==> config.mk <==
export PLATFORM = sky130hd
export DESIGN_NAME = xfer_addr_gen
export DESIGN_NICKNAME = d
export VERILOG_FILES = /design/src/rtl/xag_pkg.sv /design/src/rtl/xag_addr_ext.sv /design/src/rtl/xag_split_plan.sv /design/src/rtl/xag_seq.sv /design/src/rtl/xfer_addr_gen.sv
export SDC_FILE = /design/constraint.sdc
export NUM_CORES = 1
export LEC_CHECK = 0
export BUFFER_PORTS_ARGS = -buffer_cell sky130_fd_sc_hd__buf_2
export CAP_MARGIN = 10
export CORE_UTILIZATION = 29
export CTS_BUF_LIST = sky130_fd_sc_hd__clkbuf_4
export DETAILED_ROUTE_END_ITERATION = 10
export GPL_TIMING_DRIVEN = 0
export MAX_ROUTING_LAYER = met4
export SLEW_MARGIN = 15
export SYNTH_ARGS = -nofsm -noshare
export SYNTH_HDL_FRONTEND = slang
export SYNTH_HIERARCHICAL = 1
export SYNTH_SLANG_ARGS = --single-unit
==> constraint.sdc <==
create_clock -name clk -period 3.2 [get_ports clk]
set_input_delay 0.64 -clock clk [delete_from_list [all_inputs] [get_ports clk]]
set_output_delay 0.64 -clock clk [all_outputs]
set_load 0.02 [all_outputs]
==> src/rtl/xag_pkg.sv <==
package xag_pkg;
  typedef enum logic [1:0] {
    SZ_BYTE = 2'b00,
    SZ_WORD = 2'b01,
    SZ_LONG = 2'b10,
    SZ_RSV  = 2'b11
  } xsize_e;

  typedef enum logic [1:0] {
    ST_IDLE  = 2'b00,
    ST_ISSUE = 2'b01,
    ST_DONE  = 2'b10
  } xstate_e;

  function automatic logic [2:0] size_bytes(input logic [1:0] sz);
    case (sz)
      SZ_WORD: size_bytes = 3'd2;
      SZ_LONG: size_bytes = 3'd4;
      default: size_bytes = 3'd1;
    endcase
  endfunction
endpackage

==> src/rtl/xag_addr_ext.sv <==
module xag_addr_ext #(
  parameter int ADDR_W  = 32,
  parameter int SHORT_W = 24
) (
  input  logic [ADDR_W-1:0] raw_i,
  input  logic              short_i,
  output logic [ADDR_W-1:0] ext_o
);
  localparam int HI_W = ADDR_W - SHORT_W;

  generate
    if (HI_W > 0) begin : g_ext
      always_comb begin
        if (short_i) ext_o = {{HI_W{raw_i[SHORT_W-1]}}, raw_i[SHORT_W-1:0]};
        else         ext_o = raw_i;
      end
    end else begin : g_pass
      always_comb ext_o = raw_i;
    end
  endgenerate
endmodule

==> src/rtl/xag_split_plan.sv <==
module xag_split_plan
  import xag_pkg::*;
(
  input  logic [1:0] size_i,
  input  logic [1:0] addr_lo_i,
  input  logic [1:0] idx_i,
  output logic [1:0] piece_cnt_o,
  output logic [1:0] piece_sz_o,
  output logic [2:0] piece_bytes_o
);
  always_comb begin
    piece_cnt_o = 2'd1;
    piece_sz_o  = SZ_BYTE;
    case (size_i)
      SZ_WORD: begin
        if (addr_lo_i[0]) begin
          piece_cnt_o = 2'd2;
          piece_sz_o  = SZ_BYTE;
        end else begin
          piece_sz_o  = SZ_WORD;
        end
      end
      SZ_LONG: begin
        if (addr_lo_i[0]) begin
          piece_cnt_o = 2'd3;
          piece_sz_o  = (idx_i == 2'd1) ? SZ_WORD : SZ_BYTE;
        end else if (addr_lo_i[1]) begin
          piece_cnt_o = 2'd2;
          piece_sz_o  = SZ_WORD;
        end else begin
          piece_sz_o  = SZ_LONG;
        end
      end
      default: ;
    endcase
    piece_bytes_o = size_bytes(piece_sz_o);
  end
endmodule

==> src/rtl/xag_seq.sv <==
module xag_seq
  import xag_pkg::*;
(
  input  logic       clk,
  input  logic       rst_n,
  input  logic       start_i,
  input  logic       short_i,
  input  logic [1:0] size_i,
  input  logic       ack_i,
  input  logic [1:0] piece_cnt_i,
  input  logic [2:0] piece_bytes_i,
  output logic       busy_o,
  output logic       req_o,
  output logic       done_o,
  output logic       fin_o,
  output logic       short_q_o,
  output logic [1:0] size_q_o,
  output logic [1:0] idx_o,
  output logic [2:0] off_o
);
  xstate_e    st_q, st_d;
  logic [1:0] idx_q, idx_d;
  logic [2:0] off_q, off_d;
  logic [1:0] size_q, size_d;
  logic       short_q, short_d;
  logic       last_piece;

  assign last_piece = (idx_q == piece_cnt_i - 2'd1);

  always_comb begin
    st_d    = st_q;
    idx_d   = idx_q;
    off_d   = off_q;
    size_d  = size_q;
    short_d = short_q;
    fin_o   = 1'b0;
    case (st_q)
      ST_IDLE: begin
        if (start_i) begin
          st_d    = ST_ISSUE;
          idx_d   = 2'd0;
          off_d   = 3'd0;
          size_d  = size_i;
          short_d = short_i;
        end
      end
      ST_ISSUE: begin
        if (ack_i) begin
          if (last_piece) begin
            st_d  = ST_DONE;
            fin_o = 1'b1;
          end else begin
            idx_d = idx_q + 2'd1;
            off_d = off_q + piece_bytes_i;
          end
        end
      end
      default: st_d = ST_IDLE;
    endcase
  end

  always_ff @(posedge clk or negedge rst_n) begin
    if (!rst_n) begin
      st_q    <= ST_IDLE;
      idx_q   <= '0;
      off_q   <= '0;
      size_q  <= SZ_BYTE;
      short_q <= 1'b0;
    end else begin
      st_q    <= st_d;
      idx_q   <= idx_d;
      off_q   <= off_d;
      size_q  <= size_d;
      short_q <= short_d;
    end
  end

  assign busy_o    = (st_q != ST_IDLE);
  assign req_o     = (st_q == ST_ISSUE);
  assign done_o    = (st_q == ST_DONE);
  assign short_q_o = short_q;
  assign size_q_o  = size_q;
  assign idx_o     = idx_q;
  assign off_o     = off_q;

  a_r8_done_pulse: assert property (@(posedge clk) disable iff (!rst_n)
    done_o |=> !done_o);
  a_r8_done_after_ack: assert property (@(posedge clk) disable iff (!rst_n)
    $rose(done_o) |-> $past(ack_i) && $past(req_o));
  a_r6_piece_bound: assert property (@(posedge clk) disable iff (!rst_n)
    req_o |-> idx_q < piece_cnt_i);
endmodule

==> src/rtl/xfer_addr_gen.sv <==
module xfer_addr_gen
  import xag_pkg::*;
#(
  parameter int ADDR_W  = 32,
  parameter int SHORT_W = 24
) (
  input  logic              clk,
  input  logic              rst_n,
  input  logic              load_i,
  input  logic [ADDR_W-1:0] load_addr_i,
  input  logic              short_mode_i,
  input  logic [1:0]        size_i,
  input  logic              start_i,
  input  logic              ack_i,
  output logic              busy_o,
  output logic              req_o,
  output logic [ADDR_W-1:0] req_addr_o,
  output logic [1:0]        req_size_o,
  output logic              done_o,
  output logic [ADDR_W-1:0] next_addr_o
);
  localparam int PAD_W = ADDR_W - 3;

  logic              rst_s1, rst_sync_n;
  logic [ADDR_W-1:0] dest_q, dest_d;
  logic [ADDR_W-1:0] nxt_q, nxt_d;
  logic [ADDR_W-1:0] piece_raw, nxt_raw, nxt_ext;
  logic              fin, short_q;
  logic [1:0]        size_q, idx, piece_cnt, piece_sz;
  logic [2:0]        off, piece_bytes;

  // reset: asserted at once, released on a clock edge
  always_ff @(posedge clk or negedge rst_n) begin
    if (!rst_n) begin
      rst_s1     <= 1'b0;
      rst_sync_n <= 1'b0;
    end else begin
      rst_s1     <= 1'b1;
      rst_sync_n <= rst_s1;
    end
  end

  xag_seq u_seq (
    .clk          (clk),
    .rst_n        (rst_sync_n),
    .start_i      (start_i),
    .short_i      (short_mode_i),
    .size_i       (size_i),
    .ack_i        (ack_i),
    .piece_cnt_i  (piece_cnt),
    .piece_bytes_i(piece_bytes),
    .busy_o       (busy_o),
    .req_o        (req_o),
    .done_o       (done_o),
    .fin_o        (fin),
    .short_q_o    (short_q),
    .size_q_o     (size_q),
    .idx_o        (idx),
    .off_o        (off)
  );

  xag_split_plan u_plan (
    .size_i       (size_q),
    .addr_lo_i    (dest_q[1:0]),
    .idx_i        (idx),
    .piece_cnt_o  (piece_cnt),
    .piece_sz_o   (piece_sz),
    .piece_bytes_o(piece_bytes)
  );

  assign piece_raw = dest_q + {{PAD_W{1'b0}}, off};
  assign nxt_raw   = dest_q + {{PAD_W{1'b0}}, size_bytes(size_q)};

  xag_addr_ext #(.ADDR_W(ADDR_W), .SHORT_W(SHORT_W)) u_ext_req (
    .raw_i  (piece_raw),
    .short_i(short_q),
    .ext_o  (req_addr_o)
  );

  xag_addr_ext #(.ADDR_W(ADDR_W), .SHORT_W(SHORT_W)) u_ext_nxt (
    .raw_i  (nxt_raw),
    .short_i(short_q),
    .ext_o  (nxt_ext)
  );

  assign req_size_o = piece_sz;

  always_comb begin
    dest_d = dest_q;
    if (load_i && !busy_o) dest_d = load_addr_i;
    nxt_d = nxt_q;
    if (fin) nxt_d = nxt_ext;
  end

  always_ff @(posedge clk or negedge rst_sync_n) begin
    if (!rst_sync_n) begin
      dest_q <= '0;
      nxt_q  <= '0;
    end else begin
      dest_q <= dest_d;
      nxt_q  <= nxt_d;
    end
  end

  assign next_addr_o = nxt_q;

  a_r7_req_hold: assert property (@(posedge clk) disable iff (!rst_sync_n)
    req_o && !ack_i |=> req_o && $stable(req_addr_o) && $stable(req_size_o));
  a_r10_load_ignored: assert property (@(posedge clk) disable iff (!rst_sync_n)
    busy_o && load_i |=> $stable(dest_q));
  a_r2_short_ext: assert property (@(posedge clk) disable iff (!rst_sync_n)
    req_o && short_q |-> req_addr_o[ADDR_W-1:SHORT_W] == {(ADDR_W-SHORT_W){req_addr_o[SHORT_W-1]}});
  a_r3_size_legal: assert property (@(posedge clk) disable iff (!rst_sync_n)
    req_o |-> req_size_o != SZ_RSV);
endmodule

==> summary.md <==
* 52 — number of distinct library cell variants in the gate-level netlist after synthesis
* u_seq/size_q_o[0] — RR Startpoint
* 0.00519 mm2 — cell area after technology mapping
* 460 ps — later-pin clock latency in the skew report
* 0 — overall overflow remaining after global route
* 76 — count of state elements after synthesis
* 0 — number of flops mapped to enable cells by yosys
* 0 — detailed-route DRC error count
* 4.55 — number of vias per cell
* 717 ps — transition time at the pin with the least slew margin
* 0 — final count of negative-setup-slack endpoints
* 136 um — Die Span X
* 100 ps — slack of the worst reg-to-reg path
* 9 — worst r2r path cells
* 306 ps — worst hold margin
* 6 — Yosys Warn Count
* done — clock tree from TritonCTS
* 20.8 mm — first-pass GRT wire length
* 7 — iteration count of the initial detailed-routing pass
* 184 — drt first-iter violations
* 526 — net count of the mapped netlist
* sky130_fd_sc_hd__clkbuf_4 — clock root cell
* 1726 — total of fill cells in the finished design
* ha_4 > nand3_4 > a211oi_4 > buf_4 > nand2_4 > xnor2_4 > mux2_4 > buf_4 — cells traversed along the worst timing path
* 0 — max-cap violations
* 15.4 um — per-cell routed wire length
* flip-flop — CP startpoint kind
* next_addr_o[28] — reg-to-reg endpoint
* 76 — total clock sinks
* 120 ps — CTS clk-pin slew, worst paths
* 48 — std cell rows
* 40 — maximum number of pins on one net before global-route repair
* 3190 ps — minimum clock period
* 0.0184 mm2 — Total Die Area
* 13.0 mm — final wirelength
* 4027 — via count of the first global-routing pass
* 0 — endpoints failing hold
* 804 — total placed cells including tap cells
* sky130_fd_sc_hd__buf_4 — cell with the most instances on the worst path
* finished, final reports clean — run status
* 109 — number of placed I/O pins
* 0 — Post-DRT Antenna Nets
* 3 — maximum level of the CTS H-tree
* 52.1% — Rel. slew slack
* 2 — Clock Path Buffers
* 36.7% — sequential cell area fraction in the yosys report
* 0.314 GHz — highest clock frequency the design can meet
* 845 — filler-free cell count of the finished design
* 670 — total number of nets in the final design
* reg2async — kind of path behind the tightest hold check
* req_addr_o[29] — Critical path destination
* true — unrepaired setup endpoints after global routing
* 0.495 mV — VDD IR-drop max
* 27.6% — Area growth, synth to finish
* 29.9% — starting density of the core
* 100% — Post-synth ARST share
* 1160 mW/mm2 — Power Density
* 3848 — total vias in the final route
* primary output — Critical Path End Type
* 1 — antenna violations before repair
* 2560 ps — Worst EP required
* u_seq/off_o[2] — critical path startpoint
* 54.4% — ratio of cells with drive above 1 in the final layout
* 0 ps — TNS Setup
* 9.77 mm — Detail Placement HPWL
* 9 — clock buffer count from CTS
* 3.05 nW — Static Leakage
* 38.1% — core utilization of the finished layout
* 136 um — die boundary height
* 17.9 ps — Worst Skew
* sky130_fd_sc_hd__dfrtp_2 — Worst path slowest cell
* 5 — maximum net fanout on the critical path
* 0.746 — gp weighted congestion
* 7.66 mW — total power
* 99.6% — post-route clock period utilization
* reg2out — Setup Crit Path Kind
* sky130_fd_sc_hd__dfrtp_1 — most instantiated flip-flop cell in the synthesis netlist
* 0 — Max Transition Viols Final
* 2550 ps — arrival time at the worst endpoint
* 11.0 um2 — average cell area after synthesis
* 470 — count of mapped cells out of synthesis
* 450 ps — delay of the slowest cell on the worst path
* 108 — I/O Buffers
* 15.5% — GRT Resource Usage Total
* 0.0174 mm2 — core box area
[flip-flops by register name (all words and copies together), names as in the netlist]
signal / flops
dest_q: 32
next_addr_o: 32
rst_s1: 1
rst_sync_n: 1
u_seq/idx_o: 2
u_seq/off_o: 3
u_seq/short_q_o: 1
u_seq/size_q_o: 2
u_seq/st_q: 2
[placed cells by master (no fill, tap or decap), drive strengths merged, types with 2 or more instances in the layout]
cell type,instances
nand3b,2
inv,12
nor4b,2
a2111oi,2
nand4,22
xor2,18
nand3,22
nand2b,5
fa,3
mux2,82
dfrtp,76
clkinv,6
nand2,24
clkbuf,25
nor2,17
nor4,4
a211oi,3
xnor2,45
a31oi,3
ha,13
a21o,3
a21oi,7
and2b,2
buf,193
and3,6
and2,2
nor2b,3
o21ai,4
[routing by layer]
metal  part of all wire, %  global-route usage (%)
met1                    47                    19.8
met5                     0                       -
met2                    46                    24.0
met4                  0.99                    4.93
met3                   5.4                    3.89
[cell type report]
| type | count | area, um2 | share of cell area (%) |
|---|---|---|---|
| flip-flops and latches | 76 | 1910 | 28.9 |
| plain buffers | 73 | 490 | 7.41 |
| multi-input cells | 306 | 2940 | 44.5 |
| well taps | 225 | 282 | 4.25 |
| clock inverters | 6 | 31.3 | 0.473 |
| diodes | 1 | 2.50 | 0.0378 |
| repair buffers | 136 | 841 | 12.7 |
| clock buffers | 10 | 75.1 | 1.13 |
| inverters | 12 | 45.0 | 0.680 |
[what timing repair did]
| action | in CTS | in global routing |
|---|---|---|
| gates cloned | 1 | 0 |
| endpoints found under the hold margin | 2 | 0 |
| setup endpoints to repair | 26 | 49 |
| setup buffers | 15 | 11 |
| pin swaps | 8 | 14 |
| hold buffers | 1 | 0 |
| resized for setup | 35 | 23 |
[report_power, final]
group          switching [mW]  internal [mW]
registers               0.419           1.44
logic                    2.63           2.66
clock network           0.351          0.161
[worst max-delay path: cells and delay by family (launching register included)]
kind            cells  cell delay, ps
flops               1             450
xor+xnor            1             170
mux                 1             290
simple gates        2             210
fa+ha+maj           1             320
compound gates      1             310
buf+inv             2             340
[cells by family after synthesis]
group	synth area share, %
other cells	0.0723
xor+xnor	10.6
simple gates	13.9
buf+inv	10.6
mux	19.4
flops	36.7
fa+ha+maj	4.29
compound gates	4.56
[Yosys cell counts, types with 3 or more instances]
cell type	count	area share [%]
sky130_fd_sc_hd__xnor2_1	43	7.3
sky130_fd_sc_hd__fa_1	3	1.2
sky130_fd_sc_hd__a31oi_1	3	0.36
sky130_fd_sc_hd__buf_2	12	1.2
sky130_fd_sc_hd__dfrtp_1	76	37
sky130_fd_sc_hd__buf_4	48	6.9
sky130_fd_sc_hd__buf_1	3	0.22
sky130_fd_sc_hd__nand4_1	20	2.4
sky130_fd_sc_hd__clkbuf_2	3	0.29
sky130_fd_sc_hd__nor4_2	3	0.72
sky130_fd_sc_hd__a21oi_1	7	0.68
sky130_fd_sc_hd__and3_1	6	0.72
sky130_fd_sc_hd__nor2b_1	3	0.36
sky130_fd_sc_hd__mux2_4	16	4.6
sky130_fd_sc_hd__o21ai_0	3	0.29
sky130_fd_sc_hd__nand2b_1	5	0.60
sky130_fd_sc_hd__xor2_1	18	3.0
sky130_fd_sc_hd__inv_1	12	0.87
sky130_fd_sc_hd__nor2_1	17	1.2
sky130_fd_sc_hd__clkbuf_1	9	0.65
sky130_fd_sc_hd__ha_1	13	3.1
sky130_fd_sc_hd__mux2_2	66	14
sky130_fd_sc_hd__nand2_1	24	1.7
sky130_fd_sc_hd__nand3_1	19	1.8
sky130_fd_sc_hd__a21o_1	3	0.43
[worst min-delay path by stage]
stage	endpoint	cells past startpoint
2_1_floorplan	rst_sync_n	0
3_3_place_gp	rst_sync_n	0
3_5_place_dp	next_addr_o[4]	0
4_1_cts	dest_q[18]	3
5_1_grt	dest_q[12]	2
6_report	next_addr_o[4]	0
[stage by stage]
stage               area [um2]  setup slack [ps]
floorplan                 5190               431
global placement          6010              -304
detailed placement        6030              -397
CTS                       6450             -43.1
global route              6620              -108
finish                    6620              13.3
(Power assumes the default switching activity.)
